**src/rtl/intc_pkg.sv**
```systemverilog
package intc_pkg;
  parameter int unsigned PRIO_W = 5;
  localparam int unsigned CFG_W = PRIO_W + 2;

  typedef struct packed {
    logic [PRIO_W-1:0] prio;
    logic              level;
    logic              fast;
  } line_cfg_t;

  localparam logic [7:0] OFS_PEND   = 8'h00;
  localparam logic [7:0] OFS_MASK   = 8'h04;
  localparam logic [7:0] OFS_CODE_N = 8'h10;
  localparam logic [7:0] OFS_CODE_F = 8'h14;
  localparam logic [7:0] OFS_CTRL   = 8'h18;
  localparam logic [7:0] OFS_CFG0   = 8'h1C;
  localparam logic [7:0] OFS_SWREQ  = 8'h9C;
endpackage

```
**src/rtl/intc_line.sv**
```systemverilog
module intc_line
  import intc_pkg::*;
(
  input  logic      clk,
  input  logic      rst_n,
  input  logic      src_i,
  input  logic      cfg_we,
  input  line_cfg_t cfg_wd,
  input  logic      clr_we,
  input  logic      clr_keep,
  input  logic      sw_set,
  input  logic      ack_clr,
  output logic      pend_o,
  output line_cfg_t cfg_o
);
  logic      pend_q, seen_q;
  line_cfg_t cfg_q;
  logic      rise_hw, release_ev, clr_now;

  always_comb begin
    rise_hw    = src_i & ~pend_q & (cfg_q.level | ~seen_q);
    release_ev = seen_q & ~src_i;
    clr_now    = (clr_we & ~clr_keep & ~(cfg_q.level & seen_q))
               | (ack_clr & ~cfg_q.level)
               | (release_ev & cfg_q.level);
  end

  always_ff @(posedge clk or negedge rst_n) begin
    if (!rst_n) begin
      pend_q <= 1'b0;
      seen_q <= 1'b0;
      cfg_q  <= '0;
    end else begin
      seen_q <= src_i;
      if (cfg_we) cfg_q <= cfg_wd;
      if (rise_hw | sw_set) pend_q <= 1'b1;
      else if (clr_now)     pend_q <= 1'b0;
    end
  end

  assign pend_o = pend_q;
  assign cfg_o  = cfg_q;

  AST_LEVEL_HOLD: assert property (@(posedge clk) disable iff (!rst_n)
    cfg_q.level && seen_q && src_i |=> pend_q);
  AST_LEVEL_DROP: assert property (@(posedge clk) disable iff (!rst_n)
    cfg_q.level && seen_q && !src_i && !sw_set |=> !pend_q);
  AST_EDGE_NO_RETRIG: assert property (@(posedge clk) disable iff (!rst_n)
    !cfg_q.level && seen_q && src_i && !pend_q && !sw_set |=> !pend_q);
endmodule

```
**src/rtl/intc_pick.sv**
```systemverilog
module intc_pick
  import intc_pkg::*;
#(
  parameter int unsigned N_LINES = 32,
  localparam int unsigned CODE_W = $clog2(N_LINES)
) (
  input  logic [N_LINES-1:0]             cand_i,
  input  logic [N_LINES-1:0][PRIO_W-1:0] prio_i,
  output logic                           any_o,
  output logic [CODE_W-1:0]              code_o
);
  logic              found;
  logic [PRIO_W-1:0] best;

  always_comb begin
    found  = 1'b0;
    best   = '0;
    code_o = '0;
    for (int i = 0; i < N_LINES; i++) begin
      if (cand_i[i] && (!found || prio_i[i] <= best)) begin
        found  = 1'b1;
        best   = prio_i[i];
        code_o = CODE_W'(i);
      end
    end
    any_o = found;
  end
endmodule

```
**src/rtl/intc_gate.sv**
```systemverilog
module intc_gate #(
  parameter int unsigned CODE_W = 5
) (
  input  logic              clk,
  input  logic              rst_n,
  input  logic              any_i,
  input  logic [CODE_W-1:0] code_i,
  input  logic              rearm_i,
  output logic              out_o,
  output logic [CODE_W-1:0] code_o
);
  logic              fired_q;
  logic [CODE_W-1:0] code_q;

  always_ff @(posedge clk or negedge rst_n) begin
    if (!rst_n) begin
      fired_q <= 1'b0;
      code_q  <= '0;
    end else if (rearm_i) begin
      fired_q <= 1'b0;
    end else if (!fired_q && any_i) begin
      fired_q <= 1'b1;
      code_q  <= code_i;
    end
  end

  assign out_o  = fired_q;
  assign code_o = code_q;

  AST_FIRE: assert property (@(posedge clk) disable iff (!rst_n)
    !out_o && any_i && !rearm_i |=> out_o);
  AST_STICKY: assert property (@(posedge clk) disable iff (!rst_n)
    out_o && !rearm_i |=> out_o && $stable(code_o));
  AST_REARM: assert property (@(posedge clk) disable iff (!rst_n)
    rearm_i |=> !out_o);
endmodule

```
**src/rtl/lvl_edge_intc.sv**
```systemverilog
module lvl_edge_intc
  import intc_pkg::*;
#(
  parameter int unsigned N_LINES = 32,
  parameter int unsigned ADDR_W  = 8,
  parameter int unsigned DATA_W  = 32
) (
  input  logic              clk,
  input  logic              rst_n,
  input  logic [N_LINES-1:0] src_i,
  input  logic              acc_valid,
  output logic              acc_ready,
  input  logic              acc_write,
  input  logic [ADDR_W-1:0] acc_addr,
  input  logic [DATA_W-1:0] acc_wdata,
  output logic              rsp_valid,
  input  logic              rsp_ready,
  output logic [DATA_W-1:0] rsp_rdata,
  output logic              irq_norm_o,
  output logic              irq_fast_o
);
  localparam int unsigned CODE_W   = $clog2(N_LINES);
  localparam int unsigned N_CLASS  = 2;
  localparam int unsigned CFG_LAST = int'(OFS_CFG0) + 4 * (N_LINES - 1);

  logic                          wr, rd;
  logic                          hit_pend, hit_mask, hit_code_n, hit_code_f;
  logic                          hit_ctrl, hit_swreq, is_cfg;
  logic [CODE_W-1:0]             cfg_idx;
  logic [N_LINES-1:0]            mask_q, pend, cls, sw_low, ack_vec;
  line_cfg_t                     cfg_arr [N_LINES];
  logic [N_LINES-1:0][PRIO_W-1:0] prio;
  line_cfg_t                     cfg_wd;
  logic [N_LINES-1:0]            cand   [N_CLASS];
  logic [N_CLASS-1:0]            any_c, fired, rearm;
  logic [CODE_W-1:0]             win    [N_CLASS];
  logic [CODE_W-1:0]             code_c [N_CLASS];
  logic [DATA_W-1:0]             rd_mux;

  // access decode
  always_comb begin
    wr         = acc_valid & acc_ready & acc_write;
    rd         = acc_valid & acc_ready & ~acc_write;
    hit_pend   = acc_addr == ADDR_W'(OFS_PEND);
    hit_mask   = acc_addr == ADDR_W'(OFS_MASK);
    hit_code_n = acc_addr == ADDR_W'(OFS_CODE_N);
    hit_code_f = acc_addr == ADDR_W'(OFS_CODE_F);
    hit_ctrl   = acc_addr == ADDR_W'(OFS_CTRL);
    hit_swreq  = acc_addr == ADDR_W'(OFS_SWREQ);
    is_cfg     = (int'(acc_addr) >= int'(OFS_CFG0)) && (int'(acc_addr) <= CFG_LAST)
               && (acc_addr[1:0] == 2'b00);
    cfg_idx    = CODE_W'((acc_addr - ADDR_W'(OFS_CFG0)) >> 2);
    cfg_wd     = line_cfg_t'(acc_wdata[CFG_W-1:0]);
    sw_low     = acc_wdata[N_LINES-1:0] & (~acc_wdata[N_LINES-1:0] + 1'b1);
    ack_vec    = '0;
    if (rd && hit_code_n) ack_vec = ack_vec | (N_LINES'(1) << code_c[0]);
    if (rd && hit_code_f) ack_vec = ack_vec | (N_LINES'(1) << code_c[1]);
    for (int c = 0; c < int'(N_CLASS); c++) rearm[c] = wr & hit_ctrl & acc_wdata[c];
  end

  // per-line state
  for (genvar g = 0; g < N_LINES; g++) begin : g_line
    intc_line u_line (
      .clk     (clk),
      .rst_n   (rst_n),
      .src_i   (src_i[g]),
      .cfg_we  (wr && is_cfg && (cfg_idx == CODE_W'(g))),
      .cfg_wd  (cfg_wd),
      .clr_we  (wr && hit_pend),
      .clr_keep(acc_wdata[g]),
      .sw_set  (wr && hit_swreq && sw_low[g]),
      .ack_clr (ack_vec[g]),
      .pend_o  (pend[g]),
      .cfg_o   (cfg_arr[g])
    );
    assign prio[g] = cfg_arr[g].prio;
    assign cls[g]  = cfg_arr[g].fast;
  end

  assign cand[0] = pend & ~mask_q & ~cls;
  assign cand[1] = pend & ~mask_q & cls;

  // arbitration and output per class
  for (genvar c = 0; c < N_CLASS; c++) begin : g_class
    intc_pick #(.N_LINES(N_LINES)) u_pick (
      .cand_i(cand[c]),
      .prio_i(prio),
      .any_o (any_c[c]),
      .code_o(win[c])
    );
    intc_gate #(.CODE_W(CODE_W)) u_gate (
      .clk    (clk),
      .rst_n  (rst_n),
      .any_i  (any_c[c]),
      .code_i (win[c]),
      .rearm_i(rearm[c]),
      .out_o  (fired[c]),
      .code_o (code_c[c])
    );
  end

  assign irq_norm_o = fired[0];
  assign irq_fast_o = fired[1];

  // mask register
  always_ff @(posedge clk or negedge rst_n) begin
    if (!rst_n)               mask_q <= '1;
    else if (wr && hit_mask)  mask_q <= acc_wdata[N_LINES-1:0];
  end

  // read data select
  always_comb begin
    rd_mux = '0;
    if (hit_pend)        rd_mux = DATA_W'(pend);
    else if (hit_mask)   rd_mux = DATA_W'(mask_q);
    else if (hit_code_n) rd_mux = DATA_W'(code_c[0]);
    else if (hit_code_f) rd_mux = DATA_W'(code_c[1]);
    else if (is_cfg)     rd_mux = DATA_W'(cfg_arr[cfg_idx]);
  end

  // response channel, one result outstanding
  assign acc_ready = ~rsp_valid;

  always_ff @(posedge clk or negedge rst_n) begin
    if (!rst_n) begin
      rsp_valid <= 1'b0;
      rsp_rdata <= '0;
    end else if (rd) begin
      rsp_valid <= 1'b1;
      rsp_rdata <= rd_mux;
    end else if (rsp_valid && rsp_ready) begin
      rsp_valid <= 1'b0;
    end
  end

  AST_RSP_HOLD: assert property (@(posedge clk) disable iff (!rst_n)
    rsp_valid && !rsp_ready |=> rsp_valid && $stable(rsp_rdata));
  AST_NO_ACCEPT_BUSY: assert property (@(posedge clk) disable iff (!rst_n)
    rsp_valid |-> !acc_ready);
endmodule

```
**config.mk**
```make
export PLATFORM = sky130hd
export DESIGN_NAME = lvl_edge_intc
export DESIGN_NICKNAME = d
export VERILOG_FILES = /design/src/rtl/intc_pkg.sv /design/src/rtl/intc_line.sv /design/src/rtl/intc_pick.sv /design/src/rtl/intc_gate.sv /design/src/rtl/lvl_edge_intc.sv
export SDC_FILE = /design/constraint.sdc
export NUM_CORES = 1
export LEC_CHECK = 0
export ABC_AREA = 1
export ABC_CLOCK_PERIOD_IN_PS = 59700
export CORE_MARGIN = 10
export CORE_UTILIZATION = 35
export CTS_CLUSTER_DIAMETER = 100
export CTS_CLUSTER_SIZE = 16
export DETAILED_ROUTE_END_ITERATION = 10
export SLEW_MARGIN = 20
export SYNTH_ARGS = -nofsm -noshare
export SYNTH_HDL_FRONTEND = slang
export SYNTH_SLANG_ARGS = --single-unit
```
**constraint.sdc**
```tcl
create_clock -name clk -period 59.7 [get_ports clk]
set_input_delay 8.955 -clock clk [delete_from_list [all_inputs] [get_ports clk]]
set_output_delay 8.955 -clock clk [all_outputs]
set_load 0.05 [all_outputs]
```
==> results.sh <==
export IMPL_status="complete, no violations"
export IMPL_post_cts_buffers=0
export IMPL_hold_buffers=0
export IMPL_drc_errors=0
export IMPL_areaGrowthSynthToFinish_pct=6.87
export IMPL_ys_warn_count=0
export IMPL_path_delay_family="compound AO/OA/AOI/OAI gates"
export IMPL_wl_met3_microns=9570
export IMPL_layout_setup_ws_ns=14.09
export IMPL_grt_pass1_vias=30000
export IMPL_critPathMaxFanout=13
export IMPL_clockBufferDepth=3
export IMPL_rsz0062_at_grt="false"
export IMPL_route_vias_total=32000
export IMPL_rrSetupSlack_ns=14.09
export IMPL_ant_nets=0
export IMPL_synth_edf_count=0
export IMPL_critPathMaxStageDelay_ns=0.67
export IMPL_numPortBuffers=112
export IMPL_gp_congestion=1.00
export IMPL_synthArstFlopShare_pct=100
export IMPL_yosysMostFrequentCell="nand2_1"
export IMPL_drt_initial_drc_count=2997
export IMPL_pre_cts_ws_ns=14.43
export IMPL_syn_nets=5042
export IMPL_die_area_sq_um=104000
export IMPL_pin_count=113
export IMPL_cts_resized=0
export IMPL_track_usage_pct=22.6
export IMPL_diodes=0
export IMPL_start_kind="flop"
export IMPL_via_per_inst=5.47
export IMPL_ys_seq_area_share_pct=28.6
export IMPL_min_to="g_line[27].u_line.cfg_o[2]$_DFFE_PN0P_"
export IMPL_clk_pin_slew_ns=0.09
export IMPL_start_util_pct=35.5
export IMPL_synthDistinctLibCells=63
export IMPL_fin_area_sq_um=34300
export IMPL_worstPathArrival_ns=46.15
export IMPL_wirelength_microns=121000
export IMPL_cts_buffers=28
export IMPL_synth_area_leaders="dfrtp_1 (26%), nand2_1 (13%), ha_1 (10%)"
export IMPL_finalSetupViolCount=0
export IMPL_clock_sinks=365
export IMPL_place_area_sq_um=33400
export IMPL_clock_latency_ns=0.64
export IMPL_die_w_microns=323
export IMPL_drv_cap=0
export IMPL_met1Wirelength_microns=54900
export IMPL_drt_pass1_iter_count=7
export IMPL_finalHoldViolCount=0
export IMPL_synthTopCellsByCount="nand2_1 (1092), o21ai_0 (628), inv_1 (577)"
export IMPL_worst_path_most_repeated_cell="nand2_1"
export IMPL_path_class="flop to flop"
export IMPL_cp_slowest_cell="o21ai_1"
export IMPL_cts_root_buf="clkbuf_16"
export IMPL_period_share_pct=76.4
export IMPL_slew_headroom_pct=23.2
export IMPL_synth_area_leader_cell="dfrtp_1"
export IMPL_finish_net_count=5007
export IMPL_die_y_microns=323
export IMPL_worst_r2r_endpoint="g_class[0].u_gate.code_o[3]$_DFFE_PN0P_"
export IMPL_globalRouteOverflowTotal=0
export IMPL_antenna_found_initial=4
export IMPL_synthCells=4698
export IMPL_fillers=9603
export IMPL_setup_tns_ns=0
export IMPL_num_rows=110
export IMPL_worstReg2RegStart="g_line[0].u_line.cfg_o[0]$_DFFE_PN0P_"
export IMPL_wl_per_cell_microns=20.7
export IMPL_endpoint_kind="flop"
export IMPL_htreeDepth=1
export IMPL_hold_path_startpoint="g_line[27].u_line.cfg_o[2]$_DFFE_PN0P_"
export IMPL_detailed_place_hpwl_microns=93200
export IMPL_syn_area_per_cell_sq_um=6.83
export IMPL_min_path_type="flop to flop"
export IMPL_grt_pass1_wl_microns=184000
export IMPL_period_needed_ns=45.61
export IMPL_highest_layer="met5"
export IMPL_drive_gt1_share_pct=6.83
export IMPL_synth_top_cell_area_share_pct=26.0
export IMPL_max_freq_ghz=0.0219
export IMPL_critPathBufInv=51
export IMPL_ys_ff_latch=365
export IMPL_cts_tree="done"
export IMPL_netlist_area_sq_um=32100
export IMPL_grt_max_degree=162
export IMPL_r2r_cells=298
export IMPL_worst_pin_slew_ns=1.14
export IMPL_drv_slew=0
export IMPL_met2_length_microns=52900
export IMPL_crit_required_ns=60.24
export IMPL_skew_ns=0.0425
export IMPL_hold_path_cell_count=2
export IMPL_ys_flop_type="dfrtp_1"
export IMPL_core_sq_um=90400
## logic make-up (layout without fill, tap and decap cells)
family | count (synthesis) | after routing | share of synthesized area (%)
DFF | 365 | 365 | 28.6
buffers and inverters | 807 | 793 | 11.8
adders and majority gates | 267 | 267 | 10.4
muxes | 1 | 1 | 0.0351
and+or+nand+nor | 2191 | 2191 | 30.3
xor gates and xnor gates | 1 | 1 | 0.0273
AOI/OAI and AO/OA | 1066 | 1066 | 18.9
## worst reg2reg max path, delay by kind of cell, from the launching register on
kind	cells	cell delay, ns
AOI/OAI and AO/OA	80	17.71
and+or+nand+nor	136	14.75
buffers and inverters	51	3.13
adders and majority gates	31	9.44
DFF	1	0.43
## per-layer routing
layer | global-route usage [%] | vias to the layer above
met1 | 30.9 | 15100
met2 | 35.6 | 1054
met3 | 4.56 | 151
li1 | - | 15700
met5 | 0 | -
met4 | 6.64 | 8
## state kept, by name (all words and copies together) (netlist names)
| name | count |
|---|---|
| rsp_valid | 1 |
| mask_q | 32 |
| rsp_rdata | 32 |
| g_line.u_line.seen_q | 32 |
| g_line.u_line.cfg_o | 224 |
| g_line.u_line.pend_o | 32 |
| g_class.u_gate.code_o | 10 |
| g_class.u_gate.out_o | 2 |
## layout make-up
class                   instances  area [sq um]  share of cell area [%]
clock buffers                  44           761                    2.22
repair buffers                143          1370                    3.99
flip-flops and latches        365          9170                    26.8
inverters                     599          2250                    6.57
clock inverters                 7          91.3                   0.266
well taps                    1176          1470                    4.29
multi-input cells            3526         19200                    55.9
## layout by cell type, fill, tap and decap left out, types with 20 or more instances in the layout
cell type,n
a22oi_1,24
a221oi_1,33
nor3_1,66
buf_4,31
nand3_1,444
a2bb2oi_1,20
a21oi_1,167
nor2_1,301
ha_1,267
o211ai_1,21
a31oi_1,22
o21ai_1,30
nand2_2,121
o21ai_0,627
nand4_1,61
dfrtp_1,333
nand2_1,1091
o22ai_1,31
clkbuf_16,28
dfstp_2,32
clkdlybuf4s50_1,110
nor2_2,23
inv_1,569
## per-stage QoR
| step | cells | utilization, % | hold WS (ns) |
|---|---|---|---|
| finish | 5860 | 37.9 | 0.488 |
| global route | 5860 | 37.9 | 0.515 |
| CTS | 5860 | 37.9 | 0.492 |
| detailed placement | 5809 | 37.0 | 0.473 |
| global placement | 5809 | 37.0 | 0.466 |
| floorplan | 4698 | - | 0.453 |
## worst max path at each step
stage	end	slack (ns)	cells after the start	from
6_report	g_class[0].u_gate.code_o[3]$_DFFE_PN0P_	14.09	298	g_line[0].u_line.cfg_o[0]$_DFFE_PN0P_
4_1_cts	g_class[0].u_gate.code_o[3]$_DFFE_PN0P_	14.32	298	g_line[0].u_line.cfg_o[0]$_DFFE_PN0P_
3_5_place_dp	g_class[0].u_gate.code_o[3]$_DFFE_PN0P_	14.43	298	g_line[0].u_line.cfg_o[0]$_DFFE_PN0P_
3_3_place_gp	g_class[0].u_gate.code_o[3]$_DFFE_PN0P_	14.11	300	g_line[0].u_line.cfg_o[0]$_DFFE_PN0P_
5_1_grt	g_class[0].u_gate.code_o[3]$_DFFE_PN0P_	8.90	300	g_line[0].u_line.cfg_o[0]$_DFFE_PN0P_
2_1_floorplan	g_class[0].u_gate.code_o[3]$_DFFE_PN0P_	20.82	329	g_line[0].u_line.cfg_o[0]$_DFFE_PN0P_
Power is not shown: default switching activity piles up to over one toggle a cycle in this logic, so the estimate is an artifact.
